[src/rtl/evcg_pkg.sv]
package evcg_pkg;

    typedef enum logic [3:0] {
        RG_NONE, RG_CNT, RG_EVT, RG_FLT,
        RG_EN_S, RG_EN_C, RG_IE_S, RG_IE_C,
        RG_OV_C, RG_OV_S, RG_CFG, RG_CTL,
        RG_IRQC, RG_SUPP
    } reg_region_e;

    typedef struct packed {
        reg_region_e region;
        logic [7:0]  idx;
        logic        upper;
    } reg_sel_t;

    function automatic reg_sel_t decode_addr(input logic [11:0] a, input logic wide);
        reg_sel_t s;
        s.region = RG_NONE;
        s.idx    = '0;
        s.upper  = 1'b0;
        if (a[1:0] == 2'b00) begin
            if (a[11:10] == 2'b00) begin
                s.region = RG_CNT;
                s.idx    = wide ? {1'b0, a[9:3]} : a[9:2];
                s.upper  = wide & a[2];
            end else if (a[11:8] == 4'h4) begin
                s.region = RG_EVT;
                s.idx    = {2'b00, a[7:2]};
            end else if (a[11:8] == 4'hA) begin
                s.region = RG_FLT;
                s.idx    = {2'b00, a[7:2]};
            end else if (a == 12'hE00) begin
                s.region = RG_CFG;
            end else if (a == 12'hE04) begin
                s.region = RG_CTL;
            end else if (a == 12'hE50) begin
                s.region = RG_IRQC;
            end else if (a[11:4] == 8'hE2) begin
                s.region = RG_SUPP;
                s.idx    = {6'b0, a[3:2]};
            end else begin
                s.upper = a[2];
                case ({a[11:3], 3'b000})
                    12'hC00: s.region = RG_EN_S;
                    12'hC20: s.region = RG_EN_C;
                    12'hC40: s.region = RG_IE_S;
                    12'hC60: s.region = RG_IE_C;
                    12'hC80: s.region = RG_OV_C;
                    12'hCC0: s.region = RG_OV_S;
                    default: s.region = RG_NONE;
                endcase
            end
        end
        return s;
    endfunction

    function automatic logic [31:0] build_cfg(input int nctr, input int width,
                                              input logic msi, input logic gfilt);
        logic [31:0] w;
        w        = '0;
        w[5:0]   = 6'(nctr - 1);
        w[13:8]  = 6'(width - 1);
        w[20]    = 1'b0;
        w[21]    = msi;
        w[23]    = gfilt;
        return w;
    endfunction

endpackage

[src/rtl/evcg_counter.sv]
module evcg_counter #(
    parameter int W = 40
) (
    input  logic         clk,
    input  logic         rst,
    input  logic         count_en,
    input  logic         inc,
    input  logic         wr_lo,
    input  logic         wr_hi,
    input  logic [31:0]  wdata,
    output logic [W-1:0] value,
    output logic         wrap
);
    localparam int HW = (W > 32) ? W - 32 : 1;

    logic [W-1:0] wr_val;
    logic         wr_any;
    logic         step;

    generate
        if (W > 32) begin : g_wide
            always_comb begin
                wr_val = value;
                if (wr_lo) wr_val[31:0] = wdata;
                if (wr_hi) wr_val[W-1:32] = wdata[HW-1:0];
            end
        end else begin : g_narrow
            always_comb wr_val = wdata[W-1:0];
        end
    endgenerate

    always_comb begin
        wr_any = wr_lo | wr_hi;
        step   = count_en & inc & ~wr_any;
        wrap   = step & (&value);
    end

    always_ff @(posedge clk) begin
        if (rst)         value <= '0;
        else if (wr_any) value <= wr_val;
        else if (step)   value <= value + 1'b1;
    end


    cnt_hold_chk: assert property (@(posedge clk) disable iff (rst)
        (!wr_lo && !wr_hi && !(count_en && inc)) |=> $stable(value));


    cnt_step_chk: assert property (@(posedge clk) disable iff (rst)
        (!wr_lo && !wr_hi && count_en && inc && !(&value)) |=> (value == $past(value) + 1'b1));


    cnt_wrap_chk: assert property (@(posedge clk) disable iff (rst)
        wrap |=> (value == '0));

endmodule

[src/rtl/evcg_mask.sv]
module evcg_mask #(
    parameter int N = 4
) (
    input  logic         clk,
    input  logic         rst,
    input  logic         set_lo,
    input  logic         set_hi,
    input  logic         clr_lo,
    input  logic         clr_hi,
    input  logic [31:0]  wdata,
    input  logic [N-1:0] hw_set,
    output logic [N-1:0] bits
);
    logic [N-1:0] set_v;
    logic [N-1:0] clr_v;

    generate
        for (genvar b = 0; b < N; b++) begin : g_bit
            if (b < 32) begin : g_lo
                assign set_v[b] = set_lo & wdata[b];
                assign clr_v[b] = clr_lo & wdata[b];
            end else begin : g_hi
                assign set_v[b] = set_hi & wdata[b-32];
                assign clr_v[b] = clr_hi & wdata[b-32];
            end
        end
    endgenerate

    always_ff @(posedge clk) begin
        if (rst) bits <= '0;
        else     bits <= (bits & ~clr_v) | set_v | hw_set;
    end


    mask_zero_chk: assert property (@(posedge clk) disable iff (rst)
        ((clr_lo || clr_hi || set_lo || set_hi) && wdata == '0 && hw_set == '0) |=> $stable(bits));


    hw_set_chk: assert property (@(posedge clk) disable iff (rst)
        (hw_set != '0) |=> ((bits & $past(hw_set)) == $past(hw_set)));

endmodule

[src/rtl/evt_counter_group.sv]
module evt_counter_group
    import evcg_pkg::*;
#(
    parameter int           NUM_CTR     = 4,
    parameter int           CTR_W       = 40,
    parameter bit           HAS_MSI     = 1'b1,
    parameter bit           GLOBAL_FILT = 1'b0,
    parameter logic [127:0] SUPP_EVT    = 128'hFF
) (
    input  logic               clk,
    input  logic               rst,
    input  logic               reg_wr,
    input  logic               reg_rd,
    input  logic [11:0]        reg_addr,
    input  logic [31:0]        reg_wdata,
    output logic [31:0]        reg_rdata,
    input  logic [NUM_CTR-1:0] evt_inc,
    output logic               irq
);
    localparam bit          WIDE    = (CTR_W > 32);
    localparam int          IW      = (NUM_CTR > 1) ? $clog2(NUM_CTR) : 1;
    localparam logic [31:0] CFG_VAL = build_cfg(NUM_CTR, CTR_W, HAS_MSI, GLOBAL_FILT);

    reg_sel_t         sel;
    logic             idx_ok;
    logic [IW-1:0]    idx_s;
    logic             glb_en_q, irq_en_q;
    logic [CTR_W-1:0] cnt_val [NUM_CTR];
    logic [31:0]      evt_q   [NUM_CTR];
    logic [31:0]      flt_q   [NUM_CTR];
    logic [NUM_CTR-1:0] wrap_v, en_m, ie_m, ov_m;
    logic [31:0]      rd_nxt;

    always_comb begin
        sel    = decode_addr(reg_addr, WIDE);
        idx_ok = (sel.idx < 8'(NUM_CTR));
        idx_s  = sel.idx[IW-1:0];
    end

    function automatic logic wr_hit(input reg_region_e r, input logic hi);
        return reg_wr && sel.region == r && sel.upper == hi;
    endfunction

    generate
        for (genvar i = 0; i < NUM_CTR; i++) begin : g_ctr
            logic hit;
            assign hit = reg_wr && sel.region == RG_CNT && sel.idx == 8'(i);

            evcg_counter #(.W(CTR_W)) u_cnt (
                .clk      (clk),
                .rst      (rst),
                .count_en (glb_en_q & en_m[i]),
                .inc      (evt_inc[i]),
                .wr_lo    (hit & ~sel.upper),
                .wr_hi    (hit & sel.upper),
                .wdata    (reg_wdata),
                .value    (cnt_val[i]),
                .wrap     (wrap_v[i])
            );

            always_ff @(posedge clk) begin
                if (rst) begin
                    evt_q[i] <= '0;
                    flt_q[i] <= '0;
                end else if (reg_wr && sel.idx == 8'(i)) begin
                    if (sel.region == RG_EVT) evt_q[i] <= reg_wdata;
                    if (sel.region == RG_FLT) flt_q[i] <= reg_wdata;
                end
            end
        end
    endgenerate

    evcg_mask #(.N(NUM_CTR)) u_en (
        .clk(clk), .rst(rst),
        .set_lo(wr_hit(RG_EN_S, 1'b0)), .set_hi(wr_hit(RG_EN_S, 1'b1)),
        .clr_lo(wr_hit(RG_EN_C, 1'b0)), .clr_hi(wr_hit(RG_EN_C, 1'b1)),
        .wdata(reg_wdata), .hw_set('0), .bits(en_m)
    );

    evcg_mask #(.N(NUM_CTR)) u_ie (
        .clk(clk), .rst(rst),
        .set_lo(wr_hit(RG_IE_S, 1'b0)), .set_hi(wr_hit(RG_IE_S, 1'b1)),
        .clr_lo(wr_hit(RG_IE_C, 1'b0)), .clr_hi(wr_hit(RG_IE_C, 1'b1)),
        .wdata(reg_wdata), .hw_set('0), .bits(ie_m)
    );

    evcg_mask #(.N(NUM_CTR)) u_ov (
        .clk(clk), .rst(rst),
        .set_lo(wr_hit(RG_OV_S, 1'b0)), .set_hi(wr_hit(RG_OV_S, 1'b1)),
        .clr_lo(wr_hit(RG_OV_C, 1'b0)), .clr_hi(wr_hit(RG_OV_C, 1'b1)),
        .wdata(reg_wdata), .hw_set(wrap_v), .bits(ov_m)
    );

    always_ff @(posedge clk) begin
        if (rst) begin
            glb_en_q <= 1'b0;
            irq_en_q <= 1'b0;
        end else if (reg_wr) begin
            if (sel.region == RG_CTL)  glb_en_q <= reg_wdata[0];
            if (sel.region == RG_IRQC) irq_en_q <= reg_wdata[0];
        end
    end

    assign irq = irq_en_q & |(ov_m & ie_m);

    function automatic logic [31:0] half64(input logic [63:0] v, input logic hi);
        return hi ? v[63:32] : v[31:0];
    endfunction

    always_comb begin
        rd_nxt = '0;
        case (sel.region)
            RG_CNT:  if (idx_ok) rd_nxt = half64(64'(cnt_val[idx_s]), sel.upper);
            RG_EVT:  if (idx_ok) rd_nxt = evt_q[idx_s];
            RG_FLT:  if (idx_ok) rd_nxt = flt_q[idx_s];
            RG_EN_S, RG_EN_C: rd_nxt = half64(64'(en_m), sel.upper);
            RG_IE_S, RG_IE_C: rd_nxt = half64(64'(ie_m), sel.upper);
            RG_OV_S, RG_OV_C: rd_nxt = half64(64'(ov_m), sel.upper);
            RG_CFG:  rd_nxt = CFG_VAL;
            RG_CTL:  rd_nxt = {31'b0, glb_en_q};
            RG_IRQC: rd_nxt = {31'b0, irq_en_q};
            RG_SUPP: rd_nxt = SUPP_EVT[32*sel.idx[1:0] +: 32];
            default: rd_nxt = '0;
        endcase
    end

    always_ff @(posedge clk) begin
        if (rst)         reg_rdata <= '0;
        else if (reg_rd) reg_rdata <= rd_nxt;
    end


    unimpl_rd_chk: assert property (@(posedge clk) disable iff (rst)
        (reg_rd && (sel.region == RG_CNT || sel.region == RG_EVT || sel.region == RG_FLT)
         && sel.idx >= 8'(NUM_CTR)) |=> (reg_rdata == '0));


    irq_gate_chk: assert property (@(posedge clk) disable iff (rst)
        (reg_wr && sel.region == RG_IRQC && !reg_wdata[0]) |=> !irq);


    glb_off_chk: assert property (@(posedge clk) disable iff (rst)
        (!glb_en_q && !reg_wr) |=> $stable(cnt_val[0]));

endmodule

[config.mk]
export PLATFORM = sky130hd
export DESIGN_NAME = evt_counter_group
export DESIGN_NICKNAME = d
export VERILOG_FILES = /design/src/rtl/evcg_pkg.sv /design/src/rtl/evcg_counter.sv /design/src/rtl/evcg_mask.sv /design/src/rtl/evt_counter_group.sv
export SDC_FILE = /design/constraint.sdc
export NUM_CORES = 1
export LEC_CHECK = 0
export BUFFER_PORTS_ARGS = -buffer_cell sky130_fd_sc_hd__buf_2
export CORE_ASPECT_RATIO = 1.4
export CORE_UTILIZATION = 55
export CTS_CLUSTER_DIAMETER = 50
export DETAILED_ROUTE_END_ITERATION = 10
export HOLD_SLACK_MARGIN = 0.06
export PLACE_DENSITY = 0.72
export SLEW_MARGIN = 20
export SYNTH_ARGS = -nofsm -noshare
export SYNTH_HDL_FRONTEND = slang
export SYNTH_HIERARCHICAL = 1
export SYNTH_SLANG_ARGS = --single-unit
[constraint.sdc]
create_clock -name clk -period 7 [get_ports clk]
set_clock_uncertainty 0.2 [all_clocks]
set_input_delay 0.35 -clock clk [delete_from_list [all_inputs] [get_ports clk]]
set_output_delay 0.35 -clock clk [all_outputs]
set_load 0.01 [all_outputs]
==> results.yml <==
run_status:
  status: "completed"
setup_path:
  cp_cell_sequence: "dlygate4sd3_1, buf_2, nor4bb_1, nand2_1, a21oi_1, or4_1, nand2_1, nor2_4, inv_1, nand2_1, nand3_1, o221ai_1, o21ba_2"
  rr_worst_depth: 6
  critPathKind: "in2reg"
  ff2ff_setup_slack_ps: 3730
  cpMaxStageDelayCell: "nand2_1"
  cp_num_cells: 13
  crit_path_frequent_cell: "nand2_1"
  critPathMaxStageDelay_ps: 660
  cp_top_family: "simple AND/OR/NAND/NOR gates"
  reg2reg_from: "g_ctr[3].u_cnt/value[8]"
  startpoint_type: "input port"
  arrival_ps: 5080
  worstPathRequired_ps: 7300
  crit_end: "g_ctr[0].u_cnt/value[27]"
  critPathBufInv: 3
  path_max_fanout: 24
  critPathLaunch: "reg_addr[2]"
  cp-end-kind: "register"
  worst_r2r_endpoint: "u_ov/bits[3]"
floorplan:
  top_level_ports: 85
  fp.dieArea_sq_mm: 0.0488
  dieWidth_microns: 187
  rows: 94
  die_y_microns: 261
  start_util: 0.559
  core_area_sq_mm: 0.0472
power:
  leakage_nw: 9.39
  ir_drop_mv: 0.180
  power.density_mw_per_mm2: 213
hold_path:
  worstHoldPathType: "in2reg"
  min_from: "reg_wdata[18]"
cells_and_area:
  areaGrowthSynthToFinish_pct: 10.8
  post-route-util: 0.619
  n_antenna_cell: 0
  layout_commonest_cell: "nand2_1"
  drive_gt1_frac: 0.117
  n_fill_cell: 3924
  layout_common_cells: "351 x nand2_1, 295 x and2_1, 256 x edfxtp_1, 212 x mux2i_1, 206 x dfxtp_1"
  nNetsFinal: 2883
global_route:
  grt_pass1_vias: 22475
  groute.usage.overall: 0.396
  grt_antenna_before_repair: 1
  grt_remaining_overflow: 0
  grt_max_degree: 89
  grt_pass1_wl_microns: 143000
clock_tree:
  h-tree-depth: 2
  clock-sinks: 462
  post_cts_buffers: 0
  numCtsBuffers: 50
  clk_root_buffer_cell: "clkbuf_16"
  cts_tree: "done"
  ctsHoldBuffers: 12
  clkSlewWorstSetupHoldPaths_ps: 60
  clock_latency_ps: 610
  clockBufferDepth: 3
  post_cts_resized: 0
route:
  vias_per_cell: 6.80
  wl_per_cell_microns: 28.1
  drt_pass1_iterations: 6
  drc: 0
  ant_nets: 0
  drt_iter0_drc: 2848
  vias: 23741
  drt-total-wl_microns: 98300
sta:
  finalHoldViolations: 0
  worstMarginPinSlew_ps: 1070
  slew_headroom: 0.278
  min_period_ps: 4780
  rsz0062_at_grt: "false"
  max_freq_mhz: 209
  fin_ws_ps: 2220
  fin_setup_tns_ps: 0
  setup_viol: 0
  fin_crit_sh: 0.683
  holdWs_ps: 101
  finalMaxSlewViolations: 0
logic_synthesis:
  synth_cells: 2801
  syn_area_sq_mm: 0.0264
  yosysWarnings: 6
  synth.avg_cell_area_sq_um: 9.41
placement:
  hpwl_microns: 66300
  dpl_worst_slack_ps: 1650
  port_buffers: 84
  gp_congestion: 1.01
flow_run:
  cap_viol_max_count: 0
[stage by stage]
stage / instances / area [sq um] / power (mW)
floorplan: 2808 / 26400 / 3.26
global placement: 3385 / 27300 / 3.44
detailed placement: 3386 / 27300 / 3.46
CTS: 3492 / 29200 / 6.23
global route: 3493 / 29200 / 6.37
finish: 3493 / 29200 / 6.22
[sequential cells by signal, summed over array words and instances, names as in the netlist]
register           count
glb_en_q               1
evt_q                128
u_ie/bits              4
reg_rdata             32
flt_q                128
u_ov/bits              4
g_ctr.u_cnt/value    160
irq_en_q               1
u_en/bits              4
[worst reg2reg max path, delay by kind of cell, from the launching register on]
family / cells / cell delay [ps]
AND/OR/NAND/NOR: 4 / 2170
flip-flops: 1 / 620
AO/OA/AOI/OAI: 2 / 210
[per-layer routing]
layer | wire length (microns) | track usage | vias up
met5 | 0 | 0 | -
met4 | 7670 | 0.274 | 0
met3 | 9400 | 0.0612 | 357
met2 | 45300 | 0.647 | 1402
met1 | 35900 | 0.483 | 11449
li1 | - | - | 10533
[power by group]
group	internal, mW	total (mW)	switching, mW	leakage [nW]
combinational	0.122	0.409	0.287	4.43
clock	1.63	2.81	1.17	0.859
sequential	2.95	3.01	0.0566	4.09
total	4.71	6.22	1.52	9.39
[how the worst min path moves through the flow]
stage / depth (start not counted) / to
final: 3 / g_ctr[1].u_cnt/value[18]
after global routing: 3 / g_ctr[3].u_cnt/value[24]
after CTS: 3 / g_ctr[0].u_cnt/value[36]
after detailed placement: 1 / reg_rdata[14]
after global placement: 1 / reg_rdata[15]
after floorplan: 1 / u_en/bits[0]
[layout make-up]
cell class	count	area (sq um)	area share
Timing Repair Buffer	142	932	0.0319
Inverter	37	139	0.00476
Clock buffer	63	1380	0.0473
Clock inverter	31	360	0.0123
Multi-Input combinational cell	2134	13800	0.472
Tap cell	624	781	0.0267
Sequential cell	462	11800	0.404
Power figures use the tool's default switching activity.
